File: src/rtl/dvs_pkg.sv
package dvs_pkg;

    typedef enum logic [1:0] {
        RS_INIT,
        RS_HOLD,
        RS_RISE,
        RS_FALL
    } ramp_state_t;

    // Slew rates expressed in quarter-millivolts per microsecond tick.
    function automatic logic [8:0] up_rate_q(input logic [2:0] sel);
        logic [8:0] r;
        unique case (sel)
            3'b000:          r = 9'd256;
            3'b001:          r = 9'd64;
            3'b010, 3'b110:  r = 9'd128;
            3'b011, 3'b111:  r = 9'd32;
            default:         r = 9'd16;
        endcase
        return r;
    endfunction

    function automatic logic [8:0] dn_rate_q(input logic [1:0] sel);
        logic [8:0] r;
        unique case (sel)
            2'b00:   r = 9'd128;
            2'b01:   r = 9'd16;
            2'b10:   r = 9'd32;
            default: r = 9'd64;
        endcase
        return r;
    endfunction

endpackage

File: src/rtl/dvs_target_sel.sv
module dvs_target_sel #(
    parameter int CODE_W = 7
) (
    input  logic              vsel_pin,
    input  logic              pin_sel_en,
    input  logic [CODE_W-1:0] code_hi,
    input  logic [CODE_W-1:0] code_lo,
    input  logic              fpwm_hi,
    input  logic              fpwm_lo,
    output logic [CODE_W-1:0] tgt_code,
    output logic              act_fpwm
);

    logic use_hi;

    always_comb begin
        use_hi   = !pin_sel_en || vsel_pin;
        tgt_code = use_hi ? code_hi : code_lo;
        act_fpwm = use_hi ? fpwm_hi : fpwm_lo;
    end

endmodule

File: src/rtl/dvs_step_pacer.sv
module dvs_step_pacer
    import dvs_pkg::*;
#(
    parameter int CRED_W = 10,
    parameter int STEP_Q = 25
) (
    input  logic       clk,
    input  logic       rst_n,
    input  logic       tick,
    input  logic       clear,
    input  logic       dir_up,
    input  logic [2:0] up_sel,
    input  logic [1:0] dn_sel,
    input  logic       consume,
    output logic       can_step
);

    localparam int SUM_W = CRED_W + 1;
    localparam logic [SUM_W-1:0] CRED_MAX = SUM_W'((1 << CRED_W) - 1);

    logic [CRED_W-1:0] credit_q;
    logic [CRED_W-1:0] credit_d;
    logic [8:0]        add_q;
    logic [SUM_W-1:0]  sum;

    always_comb begin
        add_q = dir_up ? up_rate_q(up_sel) : dn_rate_q(dn_sel);
        sum   = {1'b0, credit_q};
        if (tick) begin
            sum = sum + {{(SUM_W-9){1'b0}}, add_q};
        end
        if (consume) begin
            sum = sum - SUM_W'(STEP_Q);
        end
        if (clear) begin
            credit_d = '0;
        end else if (sum > CRED_MAX) begin
            credit_d = CRED_MAX[CRED_W-1:0];
        end else begin
            credit_d = sum[CRED_W-1:0];
        end
    end

    always_ff @(posedge clk or negedge rst_n) begin
        if (!rst_n) begin
            credit_q <= '0;
        end else begin
            credit_q <= credit_d;
        end
    end

    assign can_step = credit_q >= CRED_W'(STEP_Q);

    // a cleared accumulator grants no step on the following cycle
    assert_clear_empties_R9: assert property (@(posedge clk) disable iff (!rst_n)
        clear |=> !can_step);

endmodule

File: src/rtl/dvs_ramp_fsm.sv
module dvs_ramp_fsm
    import dvs_pkg::*;
#(
    parameter int CODE_W = 7
) (
    input  logic              clk,
    input  logic              rst_n,
    input  logic [CODE_W-1:0] tgt_code,
    input  logic              act_fpwm,
    input  logic              dvs_fpwm,
    input  logic              pg_track,
    input  logic              can_step,
    output logic [CODE_W-1:0] ref_code,
    output logic              dir_up,
    output logic              pace_clear,
    output logic              step_take,
    output logic              fpwm_mode,
    output logic              ramp_busy,
    output logic              pg_freeze
);

    ramp_state_t       state_q, state_d;
    logic [CODE_W-1:0] ref_q, ref_d;
    logic              paced;

    assign paced = act_fpwm || dvs_fpwm;

    always_comb begin
        state_d   = state_q;
        ref_d     = ref_q;
        step_take = 1'b0;
        unique case (state_q)
            RS_INIT: begin
                ref_d   = tgt_code;
                state_d = RS_HOLD;
            end
            RS_HOLD, RS_RISE, RS_FALL: begin
                if (tgt_code == ref_q) begin
                    state_d = RS_HOLD;
                end else if (tgt_code > ref_q) begin
                    state_d = RS_RISE;
                    if (state_q == RS_RISE && can_step) begin
                        ref_d     = ref_q + 1'b1;
                        step_take = 1'b1;
                    end
                end else if (!paced) begin
                    ref_d   = tgt_code;
                    state_d = RS_HOLD;
                end else begin
                    state_d = RS_FALL;
                    if (state_q == RS_FALL && can_step) begin
                        ref_d     = ref_q - 1'b1;
                        step_take = 1'b1;
                    end
                end
            end
        endcase
    end

    always_ff @(posedge clk or negedge rst_n) begin
        if (!rst_n) begin
            state_q <= RS_INIT;
            ref_q   <= '0;
        end else begin
            state_q <= state_d;
            ref_q   <= ref_d;
        end
    end

    always_comb begin
        ref_code   = ref_q;
        dir_up     = (state_q == RS_RISE);
        ramp_busy  = (state_q == RS_RISE) || (state_q == RS_FALL);
        pace_clear = (state_q == RS_INIT) || (state_q == RS_HOLD) || (state_d != state_q);
        fpwm_mode  = act_fpwm || ((state_q == RS_FALL) && dvs_fpwm);
        pg_freeze  = ramp_busy && !pg_track;
    end

    // the code never rises by more than one LSB per cycle
    assert_one_lsb_rise_R3: assert property (@(posedge clk) disable iff (!rst_n)
        (state_q != RS_INIT) |=> ({1'b0, ref_q} <= {1'b0, $past(ref_q)} + 8'd1));

    // a paced move never drops by more than one LSB per cycle
    assert_paced_fall_R4: assert property (@(posedge clk) disable iff (!rst_n)
        (state_q != RS_INIT && paced) |=> ({1'b0, ref_q} + 8'd1 >= {1'b0, $past(ref_q)}));

    // an unpaced fall lands on the target in one edge and is not busy
    assert_unpaced_jump_R5: assert property (@(posedge clk) disable iff (!rst_n)
        (state_q != RS_INIT && !paced && tgt_code < ref_q) |=> (ref_q == $past(tgt_code) && !ramp_busy));

    // once settled with an unchanged target, the code holds
    assert_hold_keeps_code_R9: assert property (@(posedge clk) disable iff (!rst_n)
        (state_q == RS_HOLD && tgt_code == ref_q) |=> $stable(ref_q));

endmodule

File: src/rtl/dvs_ramp_gen.sv
module dvs_ramp_gen #(
    parameter int CODE_W = 7,
    parameter int CRED_W = 10,
    parameter int STEP_Q = 25
) (
    input  logic              clk,
    input  logic              rst_n,
    input  logic              us_tick,
    input  logic              vsel_pin,
    input  logic              pin_sel_en,
    input  logic [CODE_W-1:0] code_hi,
    input  logic [CODE_W-1:0] code_lo,
    input  logic              fpwm_hi,
    input  logic              fpwm_lo,
    input  logic              dvs_fpwm,
    input  logic              pg_track,
    input  logic [2:0]        up_rate_sel,
    input  logic [1:0]        dn_rate_sel,
    output logic [CODE_W-1:0] ref_code,
    output logic              fpwm_mode,
    output logic              ramp_busy,
    output logic              pg_freeze
);

    logic [CODE_W-1:0] tgt_code;
    logic              act_fpwm;
    logic              can_step;
    logic              dir_up;
    logic              pace_clear;
    logic              step_take;

    dvs_target_sel #(.CODE_W(CODE_W)) sel_i (
        .vsel_pin   (vsel_pin),
        .pin_sel_en (pin_sel_en),
        .code_hi    (code_hi),
        .code_lo    (code_lo),
        .fpwm_hi    (fpwm_hi),
        .fpwm_lo    (fpwm_lo),
        .tgt_code   (tgt_code),
        .act_fpwm   (act_fpwm)
    );

    dvs_step_pacer #(.CRED_W(CRED_W), .STEP_Q(STEP_Q)) pace_i (
        .clk      (clk),
        .rst_n    (rst_n),
        .tick     (us_tick),
        .clear    (pace_clear),
        .dir_up   (dir_up),
        .up_sel   (up_rate_sel),
        .dn_sel   (dn_rate_sel),
        .consume  (step_take),
        .can_step (can_step)
    );

    dvs_ramp_fsm #(.CODE_W(CODE_W)) fsm_i (
        .clk        (clk),
        .rst_n      (rst_n),
        .tgt_code   (tgt_code),
        .act_fpwm   (act_fpwm),
        .dvs_fpwm   (dvs_fpwm),
        .pg_track   (pg_track),
        .can_step   (can_step),
        .ref_code   (ref_code),
        .dir_up     (dir_up),
        .pace_clear (pace_clear),
        .step_take  (step_take),
        .fpwm_mode  (fpwm_mode),
        .ramp_busy  (ramp_busy),
        .pg_freeze  (pg_freeze)
    );

    // without stepping credit, a ramp cannot raise the code
    assert_step_needs_credit_R3: assert property (@(posedge clk) disable iff (!rst_n)
        (ramp_busy && !can_step) |=> (ref_code <= $past(ref_code)));

endmodule

File: config.mk
export PLATFORM = sky130hd
export DESIGN_NAME = dvs_ramp_gen
export DESIGN_NICKNAME = d
export VERILOG_FILES = /design/src/rtl/dvs_pkg.sv /design/src/rtl/dvs_target_sel.sv /design/src/rtl/dvs_step_pacer.sv /design/src/rtl/dvs_ramp_fsm.sv /design/src/rtl/dvs_ramp_gen.sv
export SDC_FILE = /design/constraint.sdc
export NUM_CORES = 1
export LEC_CHECK = 0
export ABC_AREA = 1
export BUFFER_PORTS_ARGS = -buffer_cell sky130_fd_sc_hd__buf_2
export CORE_MARGIN = 2
export CORE_UTILIZATION = 28
export DETAILED_ROUTE_END_ITERATION = 10
export GPL_TIMING_DRIVEN = 0
export PLACE_DENSITY = 0.5
export RECOVER_POWER = 50
export SLEW_MARGIN = 0
export SYNTH_ARGS = -nofsm -noshare
export SYNTH_HDL_FRONTEND = slang
export SYNTH_SLANG_ARGS = --single-unit
File: constraint.sdc
create_clock -name clk -period 3.8 [get_ports clk]
set_clock_uncertainty 0.15 [all_clocks]
set_input_delay 0.38 -clock clk [delete_from_list [all_inputs] [get_ports clk]]
set_output_delay 0.38 -clock clk [all_outputs]
set_load 0.03 [all_outputs]
**After elaboration in Yosys (flattened, before gate mapping)**

Index checks and enable logic that the tools add are counted.

- Logic and storage cells: 69
- Bits of input ports: 28
- Bits in registers: 19

- Add/subtract/negate cells: 4
- Magnitude comparators: 3
- Reduce and logical (&&, ||, !) cells: 19
- Muxes and demuxes: 25
- Eq/ne operators: 15

Operators with widths:

| kind | number |
|---|---|
| two-way mux 7 bit | 6 |
| case mux 9 bit (4 select lines) | 1 |
| case mux 8 bit (3 select lines) | 1 |
| two-way mux 11 bit | 2 |
| two-way mux 10 bit | 2 |
| case mux 7 bit (2 select lines) | 1 |
| adder 10 x 9 -> 11 bit | 1 |
| greater-than comparator 11 x 10 -> 1 bit (second input constant) | 1 |
| subtractor 11 x 5 -> 11 bit (second input constant) | 1 |
| greater-or-equal comparator 10 x 5 -> 1 bit (second input constant) | 1 |
| two-way mux 9 bit | 1 |
| adder 7 x 1 -> 7 bit (second input constant) | 1 |
| == test 7 bit | 1 |
| greater-than comparator 7 bit | 1 |
| two-way mux 1 bit | 7 |
| subtractor 7 x 1 -> 7 bit (second input constant) | 1 |
| == test 2 bit (second input constant) | 3 |
| == test 3 x 2 -> 1 bit (second input constant) | 2 |
| == test 3 bit (second input constant) | 2 |
| logical OR 1 bit | 6 |
| two-way mux 2 bit | 3 |
| == test 2 x 1 -> 1 bit (second input constant) | 2 |
| logical AND 1 bit | 4 |
| zero test 2 bit | 2 |
| 11 further kinds | 13 |

**Longest topological paths before layout**

- Depth after elaboration: 12
- Depth in mapped cells: 21
- Depth with buffers taken out: 21

**By module**

From an unflattened synthesis, not the netlist that was laid out.

- Cells, all modules: 337
- Area, all modules: 2,244.7 um^2

By module, submodules not included:

| module | area each (um^2) | sequential area each (um^2) | cells each | instances |
|---|---|---|---|---|
| dvs_ramp_fsm | 1,081.0 | 225.2 | 169 | 1 |
| dvs_step_pacer | 1,037.2 | 250.2 | 141 | 1 |
| dvs_target_sel | 126.4 | 0.0 | 27 | 1 |

**Least setup slack after synthesis**

Ideal clock, no wire load.

- Path kind: register -> register
- Start: reg fsm_i.state_q[1]
- End: reg pace_i.credit_q[0]
- Stages on the path, launching flop included: 20
- Clock period less this slack: 2,962 ps
- Buffers on the path: 0
- Arrival time: 2,695 ps
- Library setup time: 117 ps
- Slack: 838 ps
- Cell sequence: dfrtp_1 -> inv_1 -> nor2_4 -> inv_1 -> or2_2 -> o32ai_1 -> ha_1 -> fa_1 -> inv_1 -> nand2_2 -> o21ai_2 -> nand2_2 -> nor2_2 -> nand3_2 -> nor2_4 -> nand3_2 -> nand2_4 -> nand2_4 -> o21ai_1 -> inv_1

- Longest elaborated chain between the ends: 11
- Elaborated cells on any way between the ends: 25
- Those cells by class: add/sub (2); order compare (1); eq/ne (4); mux (12); reduce/logical (6)

Ends and longest elaborated chain:

| what | RTL line | RTL |
|---|---|---|
| start: declaration | dvs_ramp_fsm.sv:22 | `ramp_state_t state_q, state_d;` |
| start signal: assignment | dvs_ramp_fsm.sv:65 | `state_q <= state_d;` |
| parallel branches: the longest is 10 deep, another holds adder 10 x 9 -> 11 bit | - |  |
| two-way mux 10 bit * | dvs_step_pacer.sv:35 | `if (clear) begin` |
| named net pace_i.credit_d[0] | dvs_step_pacer.sv:22 | `logic [CRED_W-1:0] credit_d;` |
| end signal: assignment | dvs_step_pacer.sv:48 | `credit_q <= credit_d;` |
| end: declaration | dvs_step_pacer.sv:21 | `logic [CRED_W-1:0] credit_q;` |

Mark *: on every way through the listed nets, which the timed path passes.
A chain may end at the register's enable or synchronous reset.

**Worst setup path after layout**

Ends and elaborated chain as after synthesis.

==> results.txt <==
Summing all non-filler instances in the final layout gives an area of 2720 um^2. The run gives 9.47 mm as the global-route wire length before repair. The flow ran to the end, and the final reports show no timing, DRC or antenna violations. The number of global-route vias before repair was 2113. The average routed wire per standard cell came out at 11.2 um. VDD sags by at most 354 uV. The run gives 1.51 nW as the total leakage power. By instance count, the cell type seen most on the critical path is sky130_fd_sc_hd__inv_1. The later pin in the worst-skew pair is clocked with a latency of 0.26 ns. The die is 95.7 um tall.

Post-CTS repair changed the size of 0 cells. The mean cell area of the mapped netlist was 6.88 um^2. The floorplan step defined a die boundary enclosing 9150 um^2. The run gives 2670 um^2 as the instance area at placement. The most used flip-flop cell after synthesis is sky130_fd_sc_hd__dfrtp_1. For the number of nets at the end of the flow, the log shows 430.

The number of nets in the synthesized netlist is 387. Detailed placement ended at an HPWL of 4.55 mm. For this design the top-level I/O count stands at 38. The logs give 0.302 GHz for the highest clock frequency the design can meet and 5.47 mm for the final wirelength. Of all flip-flops after synthesis, the portion carrying an async set or reset was 100%.

Synthesis handed over a netlist of 342 instances. Across every metal layer, demand over resource in global routing totals 12.9%. In this run the critical register-to-register path is launched from fsm_i.state_q[1]$_DFF_PN0_.

The tools report the cell at the root of the clock tree as sky130_fd_sc_hd__clkbuf_8. The worst setup path is launched from a register. The logic depth of the worst register-to-register path was 19; the area of the core was 8180 um^2. For this design, the sink count on the clock tree is 19. After synthesis, the cell types taking the most area are sky130_fd_sc_hd__dfrtp_1 (20%), sky130_fd_sc_hd__nand2_1 (13%), sky130_fd_sc_hd__inv_1 (9.1%). The initial antenna violation count was 0. The tools report the number of design-rule violations left by the first detailed-router iteration as 80.

Cells with a size suffix above 1 make up 22.7% of the layout. Power spread over the standard cell area amounts to 840 nW/um^2. In this run the critical register-to-register path is captured at pace_i.credit_q[0]$_DFF_PN0_. The fraction of post-synthesis cell area in the top cell type by area is 20.2%. In this run the remaining antenna-violating nets after routing total 0. The sequential share of the synthesized area is 20.2%. The area overhead of the layout relative to synthesis works out to 15.5%. Entering global routing, the biggest net connects 20 pins.

The run gives 40 as the count of cell types in the netlist. Of all cell types, the one taking the most synthesized area is sky130_fd_sc_hd__dfrtp_1. The number of antenna repair diodes is 0. The post-route DRC violation count was 0.

The data required time at the worst endpoint came out at 3.80 ns. The max capacitance violation total was 0. The category of the worst setup path capture point is a register.

At the end of routability-driven placement, the weighted congestion stood at 0.808. The tools report the accumulated negative setup slack as 0 ns. Synthesis inferred 19 register bits. The CTS H-tree depth is 1, and the worst max-slew margin expressed relative to the limit is 24.8%.

The first detailed-routing pass ran for 4 iterations. The tools report the setup slack of the worst register-to-register path as 0.49 ns. In the post-synthesis netlist, the cell with the most instances is sky130_fd_sc_hd__nand2_1. The critical path contains buffers and inverters numbering 4 combined.

The logs give 2 for the worst-case clock buffer depth and 0 for the number of hold violations in the final report. In this run the tool buffered the top-level ports with 37 buffer cells. Along the worst path, the maximum fanout reaches 7.

For this configuration, the core starts out at a cell density of 28.8%. By startpoint and endpoint, the worst setup path is classified as reg -> reg. STA puts the critical path data arrival time at 3.31 ns. On the critical path, the stage with the largest delay is an instance of sky130_fd_sc_hd__fa_1. The tools report the total number of yosys warnings as 0. By count the netlist is led by sky130_fd_sc_hd__nand2_1 (79), sky130_fd_sc_hd__inv_1 (57), sky130_fd_sc_hd__nand3_1 (27), sky130_fd_sc_hd__nor2_1 (24), sky130_fd_sc_hd__dfrtp_1 (19).

The critical path goes through inv_1, nor2_4, inv_1, or2_2, o32ai_1, ha_1, fa_1, inv_1, nand2_2, o21ai_2, nand2_2, nor2_2, nand3_2, nor2_4, nand3_2, nand2_4, nand2_4, o21ai_1, inv_1. Counting flops with a built-in enable in the synthesized netlist gives 0. Setup repair after global routing left no endpoint under its margin. The post-synthesis cell area was 2350 um^2; the worst hold path depth was 4.

The run gives 0 as the number of setup violations in the final report. TritonCTS built the clock tree. The number of rows created at floorplan is 33, and the period utilization is 87.2%. The path class of the tightest hold or removal check is in -> reg.

On the critical path the largest part of the delay comes from simple AND/OR/NAND/NOR gates. The shortest period the worst path allows came out at 3.31 ns. Setup slack on the critical path of the routed design comes to 0.487 ns. The die is 95.7 um wide. The worst hold path begins at code_hi[6].

The total clock buffers created by CTS is 3, and the peak per-stage delay on the critical path is 0.43 ns. The pin slew with the least headroom to its limit was 1.13 ns; the routed via count was 2216. The final global-route overflow total is 0, and the number of max-slew violations in the final report is 0. Timing analysis after detailed placement gives a worst setup slack of 0.460 ns. After clock tree synthesis, the clock-pin slew on the worst setup and hold paths is 0.08 ns. The endpoint of the worst hold-timing path is fsm_i.ref_code[6]$_DFFE_PN0P_. Dividing the detail-routed via count by the number of cells gives 4.53.
per-stage QoR:
| step | instances | hold WS, ns | util (%) | power (mW) |
|---|---|---|---|---|
| CTS | 489 | 0.435 | 33.3 | 2.32 |
| global placement | 484 | 0.219 | 32.6 | 2.17 |
| detailed placement | 484 | 0.215 | 32.6 | 2.16 |
| floorplan | 342 | -0.0656 | - | 1.80 |
| global route | 489 | 0.493 | 33.2 | 2.55 |
| finish | 489 | 0.437 | 33.2 | 2.28 |
sequential cells by signal, summed over array words and instances (netlist names):
name	cells
fsm_i.ref_code	7
pace_i.credit_q	10
fsm_i.state_q	2
worst max path at each step:
| stage | endpoint | startpoint | slack (ns) | depth (start not counted) |
|---|---|---|---|---|
| finish | pace_i.credit_q[0]$_DFF_PN0_ | fsm_i.state_q[1]$_DFF_PN0_ | 0.49 | 19 |
| global route | pace_i.credit_q[2]$_DFF_PN0_ | fsm_i.state_q[1]$_DFF_PN0_ | 0.19 | 19 |
| CTS | pace_i.credit_q[4]$_DFF_PN0_ | fsm_i.state_q[1]$_DFF_PN0_ | 0.42 | 19 |
| detailed placement | pace_i.credit_q[7]$_DFF_PN0_ | fsm_i.state_q[1]$_DFF_PN0_ | 0.46 | 19 |
| global placement | pace_i.credit_q[4]$_DFF_PN0_ | fsm_i.state_q[1]$_DFF_PN0_ | 0.50 | 19 |
| floorplan | pace_i.credit_q[0]$_DFF_PN0_ | fsm_i.state_q[1]$_DFF_PN0_ | 0.84 | 19 |
logic make-up (layout without fill, tap and decap cells):
logic type,Yosys count,after routing,share of synthesized area (%)
buf+inv,70,112,12.3
xor+xnor,13,13,4.84
flops,19,19,20.2
fa+ha+maj,17,17,9.36
mux,7,7,3.24
compound gates,44,44,11.5
simple gates,172,172,38.5
routing by layer:
layer | global-route usage [%] | vias to the layer above | wire length [um]
met4 | 1.55 | 0 | 12
met1 | 16.3 | 992 | 2530
met3 | 1.34 | 2 | 145
li1 | - | 1182 | -
met5 | 0 | - | 0
met2 | 24.2 | 40 | 2780
report_power, final:
part           switching (mW)  leakage, nW  internal, mW  total (mW)
clock                  0.0709       0.0255        0.0729       0.144
sequential             0.0924        0.238         0.289       0.381
combinational            1.13         1.25         0.632        1.76
total                    1.29         1.51         0.994        2.28
repair_timing:
action | CTS | global route
setup endpoints to repair | 0 | 0
endpoints found under the hold margin | 19 | 0
setup buffers | 0 | 0
hold buffers | 1 | 0
cell usage in the layout (no fill, tap or decap), types with 9 or more instances in the layout:
cell type,instances
sky130_fd_sc_hd__ha_1,16
sky130_fd_sc_hd__xor2_1,12
sky130_fd_sc_hd__a21oi_1,9
sky130_fd_sc_hd__dfrtp_1,19
sky130_fd_sc_hd__o21ai_1,11
sky130_fd_sc_hd__inv_1,57
sky130_fd_sc_hd__buf_2,31
sky130_fd_sc_hd__nor2_1,24
sky130_fd_sc_hd__nand3_1,27
sky130_fd_sc_hd__nand2_1,79
worst reg2reg max path: cells and delay by family, from the launching register on:
family	cells	cell delay (ns)
buffers and inverters	4	0.30
and+or+nand+nor	10	1.27
adders and majority gates	2	0.71
DFF	1	0.42
AOI/OAI and AO/OA	3	0.35
final cells by class:
cell class	count	area, um^2
fill	904	5460
clock inverter	1	5.00
sequential	19	475
inverter	65	244
multi-input combinational	253	1590
timing repair buffer	38	188
buffer	5	45.0
tap	105	131
clock buffer	3	41.3
(Power assumes the default switching activity.)
